<file path="config.mk">
export PLATFORM = sky130hd
export DESIGN_NAME = acc8_core
export DESIGN_NICKNAME = d
export VERILOG_FILES = /design/src/rtl/acc8_pkg.sv /design/src/rtl/acc8_decode.sv /design/src/rtl/acc8_alu.sv /design/src/rtl/acc8_branch.sv /design/src/rtl/acc8_core.sv
export SDC_FILE = /design/constraint.sdc
export NUM_CORES = 1
export LEC_CHECK = 0
export BUFFER_PORTS_ARGS = -buffer_cell sky130_fd_sc_hd__buf_2
export CORE_MARGIN = 2
export CORE_UTILIZATION = 51
export CTS_BUF_LIST = sky130_fd_sc_hd__clkbuf_16
export DETAILED_ROUTE_END_ITERATION = 10
export PLACE_DENSITY = 0.77
export RECOVER_POWER = 50
export SYNTH_ARGS = -nofsm -noshare
export SYNTH_HDL_FRONTEND = slang
export SYNTH_SLANG_ARGS = --single-unit
</file>
<file path="constraint.sdc">
create_clock -name clk -period 3.5 [get_ports clk]
set_input_delay 0.175 -clock clk [delete_from_list [all_inputs] [get_ports clk]]
set_output_delay 0.175 -clock clk [all_outputs]
set_load 0.02 [all_outputs]
</file>
<file path="src/rtl/acc8_pkg.sv">
// Package: shared encodings and the decoded control bundle for the
// accumulator core. Assumes the instruction layout op[7:5] mode[4:2] src[1:0].
package acc8_pkg;

    typedef enum logic [2:0] {
        OP_PASS = 3'b000,
        OP_AND  = 3'b001,
        OP_OR   = 3'b010,
        OP_XOR  = 3'b011,
        OP_ADD  = 3'b100,
        OP_SUB  = 3'b101,
        OP_ST   = 3'b110,
        OP_BR   = 3'b111
    } op_e;

    typedef enum logic [1:0] {
        SRC_IMM = 2'b00,
        SRC_MEM = 2'b01,
        SRC_ACC = 2'b10,
        SRC_INP = 2'b11
    } src_e;

    // Reset instruction: pass the accumulator into itself.
    localparam logic [7:0] NOP_INSN = 8'h02;

    typedef struct packed {
        logic is_br;   // branch op
        logic wr_acc;  // result to accumulator
        logic wr_ix;   // result to low index
        logic wr_pg;   // result to page index
        logic wr_out;  // result to output register
        logic inc_ix;  // post-increment low index
        logic hi_pg;   // address high byte from page index
        logic lo_ix;   // address low byte from low index
        logic mem_we;  // data memory write
    } ctrl_t;

endpackage

</file>
<file path="src/rtl/acc8_decode.sv">
// Decoder: turns the executing instruction byte into register-write,
// address-select and memory-write controls. Assumes the package layout.
module acc8_decode
    import acc8_pkg::*;
(
    input  logic [7:0] insn,
    output ctrl_t      ctl
);
    op_e        op;
    logic [2:0] mode;
    src_e       src;

    assign op   = op_e'(insn[7:5]);
    assign mode = insn[4:2];
    assign src  = src_e'(insn[1:0]);

    // Purpose: derive all per-cycle controls from op, mode and source.
    always_comb begin
        logic br, st;
        br = (op == OP_BR);
        st = (op == OP_ST);
        ctl        = '0;
        ctl.is_br  = br;
        ctl.hi_pg  = !br && (mode == 3'd2 || mode == 3'd3 || mode == 3'd7);
        ctl.lo_ix  = !br && (mode == 3'd1 || mode == 3'd3 || mode == 3'd7);
        ctl.wr_acc = !br && !st && !mode[2];
        ctl.wr_ix  = !br && (mode == 3'd4);
        ctl.wr_pg  = !br && (mode == 3'd5);
        ctl.wr_out = !br && !st && (mode[2:1] == 2'b11);
        ctl.inc_ix = !br && (mode == 3'd7);
        ctl.mem_we = st && (src != SRC_MEM);
    end
endmodule

</file>
<file path="src/rtl/acc8_alu.sv">
// ALU: combines accumulator and bus per the op field. A store passes the
// accumulator (used for the index copy); a branch yields the negated accumulator.
module acc8_alu
    import acc8_pkg::*;
#(
    parameter int DW = 8
) (
    input  logic [2:0]    op,
    input  logic [DW-1:0] acc,
    input  logic [DW-1:0] bus,
    output logic [DW-1:0] res
);
    // Purpose: select the arithmetic or logic result.
    always_comb begin
        unique case (op_e'(op))
            OP_PASS: res = bus;
            OP_AND:  res = acc & bus;
            OP_OR:   res = acc | bus;
            OP_XOR:  res = acc ^ bus;
            OP_ADD:  res = acc + bus;
            OP_SUB:  res = acc - bus;
            OP_ST:   res = acc;
            default: res = '0 - acc;
        endcase
    end
endmodule

</file>
<file path="src/rtl/acc8_branch.sv">
// Branch condition unit: evaluates the mode field as a condition on the
// signed accumulator. Mode 000 is a far jump and is always taken.
module acc8_branch #(
    parameter int DW = 8
) (
    input  logic          is_br,
    input  logic [2:0]    cond,
    input  logic [DW-1:0] acc,
    output logic          take,
    output logic          far
);
    logic zero, neg, hit;

    // Purpose: match accumulator sign/zero against the condition mask.
    always_comb begin
        zero = (acc == '0);
        neg  = acc[DW-1];
        if (zero)     hit = cond[2];
        else if (neg) hit = cond[1];
        else          hit = cond[0];
        far  = (cond == 3'b000);
        take = is_br && (far || hit);
    end
endmodule

</file>
<file path="src/rtl/acc8_core.sv">
// Top: single-cycle accumulator core. Holds PC, fetched word, accumulator,
// index, page and output registers. Assumes combinational program and data
// memory reads settle within the cycle; data writes land on the rising edge.
module acc8_core
    import acc8_pkg::*;
#(
    parameter int DW  = 8,
    parameter int RAW = 15
) (
    input  logic              clk,
    input  logic              rst_n,
    output logic [2*DW-1:0]   rom_addr,
    input  logic [2*DW-1:0]   rom_data,
    input  logic [DW-1:0]     in_port,
    output logic [DW-1:0]     out_port,
    output logic [RAW-1:0]    ram_addr,
    output logic              ram_we,
    output logic [DW-1:0]     ram_wdata,
    input  logic [DW-1:0]     ram_rdata
);
    localparam int PW = 2 * DW;
    localparam int HB = RAW - DW;

    logic [PW-1:0] pc_q, pc_nx;
    logic [DW-1:0] ir_q, d_q, acc_q, x_q, y_q, out_q;
    logic [DW-1:0] bus, res, hi_b, lo_b;
    ctrl_t         ctl;
    logic          take, far;

    acc8_decode u_dec (.insn(ir_q), .ctl(ctl));

    acc8_alu #(.DW(DW)) u_alu (
        .op(ir_q[7:5]), .acc(acc_q), .bus(bus), .res(res)
    );

    acc8_branch #(.DW(DW)) u_br (
        .is_br(ctl.is_br), .cond(ir_q[4:2]), .acc(acc_q),
        .take(take), .far(far)
    );

    // Purpose: form the data address from page/zero and index/operand.
    always_comb begin
        hi_b = ctl.hi_pg ? y_q : '0;
        lo_b = ctl.lo_ix ? x_q : d_q;
    end

    assign ram_addr = {hi_b[HB-1:0], lo_b};

    // Purpose: pick the bus source.
    always_comb begin
        unique case (src_e'(ir_q[1:0]))
            SRC_IMM: bus = d_q;
            SRC_MEM: bus = ram_rdata;
            SRC_ACC: bus = acc_q;
            default: bus = in_port;
        endcase
    end

    // Purpose: next fetch address (sequential, in-page or far).
    always_comb begin
        if (take) pc_nx = far ? {y_q, bus} : {pc_q[PW-1:DW], bus};
        else      pc_nx = pc_q + PW'(1);
    end

    // Purpose: fetch register stage overlapping execution.
    always_ff @(posedge clk or negedge rst_n) begin
        if (!rst_n) begin
            pc_q <= '0;
            ir_q <= NOP_INSN;
            d_q  <= '0;
        end else begin
            pc_q <= pc_nx;
            ir_q <= rom_data[PW-1:DW];
            d_q  <= rom_data[DW-1:0];
        end
    end

    // Purpose: architectural register writes of the executing instruction.
    always_ff @(posedge clk or negedge rst_n) begin
        if (!rst_n) begin
            acc_q <= '0;
            x_q   <= '0;
            y_q   <= '0;
            out_q <= '0;
        end else begin
            if (ctl.wr_acc) acc_q <= res;
            if (ctl.wr_pg)  y_q   <= res;
            if (ctl.wr_out) out_q <= res;
            if (ctl.wr_ix)       x_q <= res;
            else if (ctl.inc_ix) x_q <= x_q + DW'(1);
        end
    end

    assign rom_addr  = pc_q;
    assign out_port  = out_q;
    assign ram_we    = ctl.mem_we;
    assign ram_wdata = bus;
endmodule

</file>
==> flow_summary.toml <==
[outcome]
status = "finished with violations"
violations = "capacitance limit, slew limit, setup timing"

[drt]
drtIter0Drc = 549
wl_mm = 13.0
viasPerCell = 5.97
first_pass_iters = 6
ant_nets = 0
num_vias = 4165
wl_per_cell_um = 18.7
drc = 0

[worst_setup_path]
path_class = "reg -> reg"
crit_family = "simple AND/OR/NAND/NOR gates"
critPathCaptureType = "flip-flop"
crit_path_end = "x_q[7]"
crit_start = "ir_q[1]"
r2r_setup_slack_ps = -100
rr_endpoint = "x_q[7]"
reg2reg_depth = 13
crit_arrival_ps = 3790
crit_cells = 13
cp.buffers_inverters = 2
cp_slowest_cell = "dfstp_2"
cp-start-kind = "flip-flop"
crit_fanout = 7
crit_chain = "buf_6 > mux4_2 > nor4_4 > a21oi_2 > xnor2_1 > ha_2 > or4_1 > o22a_1 > nand2b_1 > nor3_2 > nor4_2 > buf_4 > mux2i_1"
worstPathRequired_ps = 3700
r2r-start = "ir_q[1]"
max_stage_delay_ps = 620

[floorplanning]
die_h_um = 95.4
die_area_um2 = 9110
pin_count = 82
row_count = 33
die_w_um = 95.4
start_util_pct = 52.1
core_area_um2 = 8180

[layout]
drive_gt1_share_pct = 27.7
syn_to_final_growth_pct = 30.3
multiInputGateArea_um2 = 2580
n_antenna_cell = 0
fillCellCount = 646
final_common_cell = "dfrtp_1"
final_cell_mix = "63 x dfrtp_1, 55 x buf_2, 54 x nand2_1"
regArea_um2 = 1600
final_cells = 698
fin_nets = 650

[power_and_ir_drop]
p_per_area_nw_per_um2 = 696
irDropWorstVdd_mv = 0.433
power_leakage_nw = 2.51

[timing]
hold_viol = 0
rsz0062_at_grt = "true"
period_share_pct = 103
slew_viol_final = 37
setup_tns_ps = -379
fin_crit_ps = 3600
finalSetupViolCount = 8
fmax_ghz = 0.278
finClkSkew_ps = 9.40
tightest_slew_ps = 2060
slew_headroom_pct = -37.1
setup_ws_ps = -96.4

[clocking]
cts_sinks = 64
clk_pin_slew_worst_paths_ps = 50
clock_latency_ps = 340
htreeDepth = 3
clockRootBuffer = "clkbuf_16"
cts_buffers = 9
ctsLongestPathBuffers = 2
cts_tree = "yes"

[global_routing]
grt_first_pass_wirelength_mm = 20.1
grt_max_degree = 37
antenna_found_initial = 0
grt_use_total_pct = 29.8
globalRouteOverflowTotal = 0
grt_pass1_vias = 3949

[yosys]
yosysTopAreaCell = "dfrtp_1"
ys_seq_area_share_pct = 37.6
yosysWarnings = 0
synthesis.nets = 517
synth_ff_type = "dfrtp_1"
async_flop_share_pct = 100
synth_top_area_share_pct = 37.0
synth_area_leaders = "dfrtp_1 37%, ha_1 7.9%, mux4_2 5.3%, nand2_1 4.8%, o21ai_0 4.6%"
avgSynthCellArea_um2 = 9.37
synth_edf_count = 0
synthDistinctLibCells = 59
syn_inst = 455
netlist_area_um2 = 4260
ys_ff_latch = 64

[worst_hold_path]
min_path_type = "in -> reg"

[place]
placedCellCount = 658
dp_slack_ps = -23.1
dp_hpwl_mm = 9.25
port_buffers = 81
gp_congestion = 0.927

[flow_run]
max_cap_viol_count = 1
timing repair:
item / CTS / global route
endpoints found under the hold margin: 50 / 0
resized for setup: 8 / 15
pin swaps: 1 / 5
setup endpoints to repair: 4 / 12
setup buffers: 0 / 7
hold buffers: 17 / 0
final cells by class:
class / count / share of cell area (%)
inverters: 27 / 1.82
multi-input cells: 347 / 46.4
clock buffers: 9 / 4.05
well taps: 105 / 2.37
repair buffers: 139 / 15.4
flip-flops and latches: 64 / 28.9
clock inverters: 7 / 1.13
cell usage after synthesis (2+ instances only):
cell type	instances
dfrtp_1	63
nand2_1	54
o21ai_0	39
nor2_1	36
a21oi_1	32
ha_1	27
inv_1	27
xnor2_1	20
nand3_1	14
mux2_2	13
and2_1	10
clkbuf_1	10
mux4_2	10
nor3_1	10
mux2i_1	8
nand4_1	7
xor2_1	7
and3_1	5
buf_1	4
o21a_1	4
o221a_2	4
a211oi_1	3
a221oi_1	3
and4_1	3
nand2b_1	3
a311oi_1	2
a31o_2	2
a31oi_1	2
nor2b_1	2
or3_1	2
where the power goes:
group | internal [mW] | switching, mW
Combinational | 0.773 | 1.00
Sequential | 0.960 | 0.250
Clock | 0.544 | 0.334
Total | 2.28 | 1.59
flip-flops by register name, indices dropped and copies added, names as in the netlist:
name      count
acc_q         8
d_q           8
ir_q          8
out_port      8
rom_addr     16
x_q           8
y_q           8
per-stage QoR:
| step | cell area [um2] | util (%) | hold WS (ps) | power (mW) |
|---|---|---|---|---|
| after CTS | 5500 | 67.2 | 474 | 3.77 |
| after detailed placement | 5010 | 61.3 | 282 | 2.85 |
| after floorplan | 4300 | - | -121 | 2.26 |
| final | 5550 | 67.9 | 474 | 3.87 |
| after global routing | 5550 | 67.9 | 477 | 4.08 |
| after global placement | 5010 | 61.3 | 282 | 2.80 |
worst min-delay path by stage:
stage            startpoint  endpoint  slack, ps  depth (start not counted)
6_report        rom_data[4]    d_q[4]        470                          2
3_5_place_dp    rom_data[9]   ir_q[1]        280                          1
3_3_place_gp    rom_data[1]    d_q[1]        280                          1
5_1_grt        rom_data[11]   ir_q[3]        480                          2
2_1_floorplan         rst_n  acc_q[0]       -120                          0
4_1_cts        rom_data[10]   ir_q[2]        470                          2
routing by layer:
| layer | part of all wire, % | up-vias | track usage, % | wire length (um) |
|---|---|---|---|---|
| met5 | 0 | - | 0 | 0 |
| met4 | 5.0 | 0 | 13.9 | 651 |
| met3 | 8.5 | 72 | 6.80 | 1110 |
| met2 | 47 | 215 | 48.5 | 6180 |
| met1 | 39 | 1990 | 37.8 | 5090 |
| li1 | - | 1888 | - | - |
logic make-up (layout without fill, tap and decap cells):
| logic type | after synthesis | after routing | share of synthesized area [%] |
|---|---|---|---|
| adders and majority gates | 28 | 28 | 8.39 |
| muxes | 32 | 32 | 11.2 |
| DFF | 64 | 64 | 37.6 |
| AOI/OAI and AO/OA | 104 | 104 | 15.2 |
| buffers and inverters | 44 | 182 | 4.17 |
| xor gates and xnor gates | 27 | 27 | 5.55 |
| and+or+nand+nor | 156 | 156 | 17.9 |
Power figures use the tool's default switching activity.
